### src/rtl/i2c_flag_pkg.sv
package i2c_flag_pkg;
  localparam int NFLAG  = 7;
  localparam int F_TBE  = 0;
  localparam int F_TI   = 1;
  localparam int F_RBNE = 2;
  localparam int F_ADDR = 3;
  localparam int F_NACK = 4;
  localparam int F_STOP = 5;
  localparam int F_TC   = 6;
  localparam logic [NFLAG-1:0] FLAG_RST = 7'b0000001;
endpackage

### src/rtl/i2c_flag_cell.sv
module i2c_flag_cell #(
  parameter bit RST_VAL = 1'b0
) (
  input  logic clk,
  input  logic rst,
  input  logic set_i,
  input  logic clr_i,
  input  logic kill_i,
  output logic q_o,
  output logic d_o
);
  // kill beats everything; a set beats a plain clear
  always_comb begin
    if (kill_i)      d_o = 1'b0;
    else if (set_i)  d_o = 1'b1;
    else if (clr_i)  d_o = 1'b0;
    else             d_o = q_o;
  end

  always_ff @(posedge clk) begin
    if (rst) q_o <= RST_VAL;
    else     q_o <= d_o;
  end

  p_set_wins_r7: assert property (@(posedge clk) disable iff (rst)
    (set_i && !kill_i) |=> q_o);
  p_clear_r4: assert property (@(posedge clk) disable iff (rst)
    (clr_i && !set_i) |=> !q_o);
  p_kill_r5: assert property (@(posedge clk) disable iff (rst)
    kill_i |=> !q_o);
endmodule

### src/rtl/i2c_tx_hold.sv
module i2c_tx_hold (
  input  logic clk,
  input  logic rst,
  input  logic wr_i,
  input  logic consume_i,
  input  logic discard_i,
  output logic valid_o
);
  always_ff @(posedge clk) begin
    if (rst)            valid_o <= 1'b0;
    else if (discard_i) valid_o <= 1'b0;
    else if (wr_i)      valid_o <= 1'b1;
    else if (consume_i) valid_o <= 1'b0;
  end

  p_discard_r8: assert property (@(posedge clk) disable iff (rst)
    discard_i |=> !valid_o);
  p_refill_r8: assert property (@(posedge clk) disable iff (rst)
    (wr_i && !discard_i) |=> valid_o);
endmodule

### src/rtl/i2c_flag_out.sv
module i2c_flag_out #(
  parameter int N = 7
) (
  input  logic         clk,
  input  logic         rst,
  input  logic [N-1:0] flag_d,
  input  logic [N-1:0] ien,
  input  logic         ti_d,
  input  logic         dma_en,
  input  logic [N-1:0] status_q,
  input  logic         ti_q,
  output logic [N-1:0] irq,
  output logic         dma_req
);
  always_ff @(posedge clk) begin
    if (rst) begin
      irq     <= '0;
      dma_req <= 1'b0;
    end else begin
      irq     <= flag_d & ien;
      dma_req <= ti_d & dma_en;
    end
  end

  p_irq_gate_r11: assert property (@(posedge clk) disable iff (rst)
    1'b1 |=> (irq == (status_q & $past(ien))));
  p_dma_gate_r11: assert property (@(posedge clk) disable iff (rst)
    dma_req |-> ti_q);
endmodule

### src/rtl/i2c_flag_ctrl.sv
module i2c_flag_ctrl
  import i2c_flag_pkg::*;
(
  input  logic             clk,
  input  logic             rst,
  input  logic             enable,
  input  logic             ev_count_done,
  input  logic             ev_stop,
  input  logic             ev_nack,
  input  logic             ev_addr_match,
  input  logic             ev_rx_load,
  input  logic             ev_tx_consume,
  input  logic             engine_ready,
  input  logic             sw_start,
  input  logic             sw_stop,
  input  logic             clr_stop,
  input  logic             clr_nack,
  input  logic             clr_addr,
  input  logic             rd_rx,
  input  logic             wr_tx,
  input  logic             force_tbe,
  input  logic             force_ti,
  input  logic             slave_mode,
  input  logic [NFLAG-1:0] ien,
  input  logic             tx_dma_en,
  output logic [NFLAG-1:0] status,
  output logic [NFLAG-1:0] irq,
  output logic             tx_dma_req,
  output logic             tx_pending
);
  logic [NFLAG-1:0] set_v, clr_v, kill_v, flag_d;

  always_comb begin
    set_v  = '0;
    clr_v  = '0;
    kill_v = '0;
    set_v[F_TBE]  = force_tbe | (ev_tx_consume & ~wr_tx);
    clr_v[F_TBE]  = wr_tx;
    set_v[F_TI]   = (engine_ready & status[F_TBE] & ~wr_tx) | (force_ti & slave_mode);
    clr_v[F_TI]   = wr_tx;
    set_v[F_RBNE] = ev_rx_load;
    clr_v[F_RBNE] = rd_rx;
    set_v[F_ADDR] = ev_addr_match;
    clr_v[F_ADDR] = clr_addr;
    kill_v[F_ADDR] = ~enable;
    set_v[F_NACK] = ev_nack;
    clr_v[F_NACK] = clr_nack;
    kill_v[F_NACK] = ~enable;
    set_v[F_STOP] = ev_stop;
    clr_v[F_STOP] = clr_stop;
    kill_v[F_STOP] = ~enable;
    set_v[F_TC]   = ev_count_done;
    clr_v[F_TC]   = sw_start | sw_stop;
  end

  for (genvar i = 0; i < NFLAG; i++) begin : g_flag
    i2c_flag_cell #(.RST_VAL(FLAG_RST[i])) u_cell (
      .clk   (clk),
      .rst   (rst),
      .set_i (set_v[i]),
      .clr_i (clr_v[i]),
      .kill_i(kill_v[i]),
      .q_o   (status[i]),
      .d_o   (flag_d[i])
    );
  end

  i2c_tx_hold u_hold (
    .clk      (clk),
    .rst      (rst),
    .wr_i     (wr_tx),
    .consume_i(ev_tx_consume),
    .discard_i(force_tbe),
    .valid_o  (tx_pending)
  );

  i2c_flag_out #(.N(NFLAG)) u_out (
    .clk     (clk),
    .rst     (rst),
    .flag_d  (flag_d),
    .ien     (ien),
    .ti_d    (flag_d[F_TI]),
    .dma_en  (tx_dma_en),
    .status_q(status),
    .ti_q    (status[F_TI]),
    .irq     (irq),
    .dma_req (tx_dma_req)
  );

  p_tbe_vs_pending_r8: assert property (@(posedge clk) disable iff (rst)
    status[F_TBE] == !tx_pending);
  p_force_ti_r10: assert property (@(posedge clk) disable iff (rst)
    (force_ti && slave_mode) |=> status[F_TI]);
  p_force_ti_ignored_r10: assert property (@(posedge clk) disable iff (rst)
    (!status[F_TI] && force_ti && !slave_mode && !engine_ready) |=> !status[F_TI]);
  p_disabled_r5: assert property (@(posedge clk) disable iff (rst)
    !enable |=> (status[F_STOP:F_ADDR] == 3'b000));
  p_wr_clears_ti_r9: assert property (@(posedge clk) disable iff (rst)
    (wr_tx && !(force_ti && slave_mode)) |=> !status[F_TI]);
endmodule

### config.mk
export PLATFORM = sky130hd
export DESIGN_NAME = i2c_flag_ctrl
export DESIGN_NICKNAME = d
export VERILOG_FILES = /design/src/rtl/i2c_flag_pkg.sv /design/src/rtl/i2c_flag_cell.sv /design/src/rtl/i2c_tx_hold.sv /design/src/rtl/i2c_flag_out.sv /design/src/rtl/i2c_flag_ctrl.sv
export SDC_FILE = /design/constraint.sdc
export NUM_CORES = 1
export LEC_CHECK = 0
export ABC_CLOCK_PERIOD_IN_PS = 1200
export BUFFER_PORTS_ARGS = -buffer_cell sky130_fd_sc_hd__buf_2
export CAP_MARGIN = 20
export CORE_MARGIN = 1
export CORE_UTILIZATION = 38
export DETAILED_ROUTE_END_ITERATION = 8
export PLACE_DENSITY = 0.74
export SLEW_MARGIN = 0
export SYNTH_ARGS = -nofsm -noshare
export SYNTH_HDL_FRONTEND = slang
export SYNTH_SLANG_ARGS = --single-unit
### constraint.sdc
create_clock -name clk -period 1.2 [get_ports clk]
set_clock_uncertainty 0.1 [all_clocks]
set_input_delay 0.24 -clock clk [delete_from_list [all_inputs] [get_ports clk]]
set_output_delay 0.24 -clock clk [all_outputs]
set_load 0.01 [all_outputs]
# Word level (Yosys, flattened, before mapping)

Index checks and enable logic that the tools add are counted.

Multiplexer cells: 19
Bitwise operators: 10
Reduce and logical (&&, ||, !) cells: 2

Operators by type and width:

| cell              | number |
|---|---|
| $mux 1            | 19 |
| $and 7x7->7       | 1 |
| $and 1x1->1       | 5 |
| $or 1x1->1        | 3 |
| $reduce_bool 2->1 | 1 |
| $reduce_or 2->1   | 1 |
| $not 1->1         | 1 |

Register bits after elaboration: 16
Input bits: 28
Output and inout port bits: 16

# Longest topological paths before layout

Depth after elaboration: 5
Gate-level depth with buffers: 3
Gate-level depth less buffers: 2

# By module

A second synthesis with hierarchy kept.

Cells, all modules: 63
Area, all modules: 694.4 µm²

Modules (own cells, without submodules):

| module                                | times used | cells each | area each (µm²) |
|---|---|---|---|
| i2c_flag_cell at g_flag[1].u_cell ... | 6          | 5          | 55.1 |
| i2c_flag_out                          | 1          | 16         | 230.2 |
| i2c_flag_cell at g_flag[0].u_cell     | 1          | 7          | 52.6 |
| i2c_tx_hold                           | 1          | 4          | 45.0 |
| i2c_flag_ctrl                         | 1          | 6          | 36.3 |

# Least setup slack after synthesis

OpenSTA, ideal clock, no wires.

Kind: flip-flop to flip-flop
Start point: reg g_flag[6].u_cell.q_o
End point: reg u_out.irq[6]
Library setup time: 79 ps
Arrival: 862 ps
Setup slack: 159 ps
Cell stages (with the launch flop): 3
Buffers on the path: 0
Clock period less this slack: 1041 ps
Cells stage by stage: dfxtp_1 or3b_1 a211oi_2

Longest elaborated chain between the ends: 3

RTL lines:

| item                   | line                | text |
|---|---|---|
| start, declared        | i2c_flag_cell.sv:9  | `output logic q_o,` |
| start signal, assigned | i2c_flag_cell.sv:22 | `else q_o <= d_o;` |
| $mux 1                 | i2c_flag_cell.sv:16 | `else if (clr_i) d_o = 1'b0;` |
| $mux 1                 | i2c_flag_cell.sv:15 | `else if (set_i) d_o = 1'b1;` |
| $and 7x7->7            | i2c_flag_out.sv:20  | `irq <= flag_d & ien;` |
| end signal, assigned   | i2c_flag_out.sv:20  |  |
| end, declared          | i2c_flag_out.sv:12  | `output logic [N-1:0] irq,` |

No other way between the ends.
A chain may end at the register's enable or synchronous reset.

# Worst setup path after layout

Start point: reg g_flag[0].u_cell.q_o
End point: out status[0]

RTL lines:

| item                   | line                | text |
|---|---|---|
| start, declared        | i2c_flag_cell.sv:9  |  |
| start signal, assigned | i2c_flag_cell.sv:22 |  |
| end, declared          | i2c_flag_ctrl.sv:26 | `output logic [NFLAG-1:0] status,` |

No word-level cell between the ends.

==> flow_summary.ini <==
[worst_setup_path]
cp_slowest_cell = dfxtp_1
cp-end-kind = output port
path_max_fanout = 3
worstPathArrival_ns = 0.78
crit_path_start_kind = flop
timing.rr.start = g_flag[6].u_cell.q_o
r2r_slack_ns = 0.08
r2r-end = u_out.irq[6]
path_cells = buf_2
critPathTopFamily = flip-flops
r2r_cells = 2
path_class = reg2out
critical_path_required_ns = 0.86
critPathBufInv = 1
slowest_delay_ns = 0.37

[drt]
postRouteAntennaNets = 0
drt_iter0_drc = 1
vias = 548
vias_per_cell = 4.57
wl_um = 1090
drcViolationCount = 0
wire_per_inst_um = 9.07
drtPass1Iterations = 3

[power]
p_leak_nw = 0.451
power_density_mw_per_mm2 = 1170
ir_drop_mv = 0.684
total_power_uw = 965

[placement]
place_area_um2 = 801
place.gp.congestion = 0.614
port_buffers = 43
dp.cells = 117
dp_hpwl_um = 901

[layout]
final_common_cell = buf_2
final_cell_mix = buf_2 (43), dfxtp_1 (16), inv_1 (13)
syn_to_final_growth_pct = 32.1
antenna_cells = 0
layout-drive-gt1-share_pct = 46.2
nets = 134
fin_cells = 120
final_design_area_no_fill_um2 = 823

[synth]
syn_area_um2 = 623
synthAdderAreaFrac_pct = 0
ys_ff_latch = 16
ys_types = 18
synth_top_family_by_area = compound AO/OA/AOI/OAI gates
synth_compound_area_share_pct = 17.9
yosysWarnings = 0
avgSynthCellArea_um2 = 9.44
synth_nets = 94
synth_cells = 66
synthSimpleGateAreaFrac_pct = 13.7
synth_xor_area_share_pct = 0
ys_seq_area_share_pct = 51.4
synth_mux_area_share_pct = 0

[floorplan]
ioPinCount = 44
die_area_mm2 = 0.00181
num_rows = 14
initial_utilization_pct = 40.9
die_h_um = 42.5
dieWidth_um = 42.5
core-area_mm2 = 0.00152

[timing]
worstMarginPinSlew_ns = 0.195
slew_violations = 0
hold_viol = 0
grt_setup_unrepaired = false
setup_viol = 0
fin_setup_tns_ns = 0
max_freq_mhz = 891
fin_crit_sh_pct = 93.5
fin_crit_ns = 1.12
slew-limit-headroom_pct = 86.9

[cts]
clkTransAtPathRegs_ns = 0.09
clk_latency_ns = 0.27
cts_buffer_depth = 2
post-cts-setup-buffers = 0
clock_sinks = 16
clock-root-buffer = clkbuf_4
cts_tree = done
holdBufCountCts = 0
post_cts_resized = 0
cts_buffers = 3
htreeDepth = 1

[outcome]
status = completed

[grt]
grt_max_degree = 11
antenna_found_initial = 0
grt_use_total_pct = 13.7
grt_pass1_wl_um = 1810
grt_pass1_vias = 500
grt-ovfl-total = 0

[worst_hold_path]
hold_path_startpoint = ien[2]
worstHoldPathCells = 3
holdCritPathClass = in2reg
holdPathEnd = u_out.irq[2]

[flow_run]
drv_cap = 0
==> cell usage after synthesis <==
cell type	instances	share of area, %
a21oi_1	6	4.8
a31oi_1	1	1.0
nand3b_1	1	1.2
nor2_1	1	0.60
inv_1	13	7.8
a211oi_1	4	4.8
a211oi_2	1	2.0
nand2b_4	1	2.2
nand2b_1	6	6.0
o21a_1	1	1.2
nand2_1	2	1.2
o21bai_1	1	1.2
buf_4	7	8.4
dfxtp_1	16	51
buf_2	1	0.80
nor2b_1	1	1.0
or3b_1	1	1.4
a311oi_1	2	2.8
==> worst min-delay path: stages <==
cell and delay (ns):
buf_2 0.09, inv_1 0.04, a211oi_1 0.03
==> state kept, by name, indices dropped and copies added, names as in the netlist <==
signal             flops
u_out.irq              7
g_flag.u_cell.q_o      7
u_hold.valid_o         1
u_out.dma_req          1
==> worst max-delay path by stage <==
stage	startpoint	to	slack, ns	cells past startpoint
6_report	g_flag[0].u_cell.q_o	status[0]	0.08	1
4_1_cts	g_flag[0].u_cell.q_o	status[0]	0.07	1
2_1_floorplan	g_flag[6].u_cell.q_o	u_out.irq[6]	0.16	2
5_1_grt	g_flag[0].u_cell.q_o	status[0]	0.03	1
3_3_place_gp	sw_stop	u_out.irq[6]	0.09	3
3_5_place_dp	sw_stop	u_out.irq[6]	0.04	3
==> layout make-up <==
cell class	count	area, µm²
sequential	16	320
tap	16	20.0
inverter	13	48.8
timing repair buffer	43	215
clock buffer	3	22.5
multi-input combinational	29	196
fill	152	701
==> metrics by stage <==
step                hold slack (ns)  util, %  worst slack (ns)
global placement              0.354     52.5            0.0863
floorplan                     0.244        -             0.159
detailed placement            0.361     52.5            0.0372
finish                       0.0723     54.0            0.0780
global route                 0.0603     54.0            0.0276
CTS                          0.0596     54.0            0.0714
==> power by group <==
part / internal [mW] / switching (mW) / total, mW / leakage [nW]
logic: 0.0713 / 0.0635 / 0.135 / 0.305
registers: 0.556 / 0.00881 / 0.565 / 0.132
clock network: 0.116 / 0.149 / 0.265 / 0.0138
==> layer usage <==
layer | GRT usage, % | vias up | part of all wire [%]
met5 | 0 | - | 0
met4 | 7.50 | 0 | 0
met3 | 5.17 | 0 | 11
met2 | 24.3 | 34 | 50
met1 | 13.5 | 230 | 39
li1 | - | 284 | -
==> logic make-up (layout without fill, tap and decap cells) <==
| group | after synthesis | count (layout) |
|---|---|---|
| buffers and inverters | 21 | 59 |
| AOI/OAI and AO/OA | 16 | 16 |
| DFF | 16 | 16 |
| and+or+nand+nor | 13 | 13 |
Note: power is estimated with default switching activity, not from simulation.
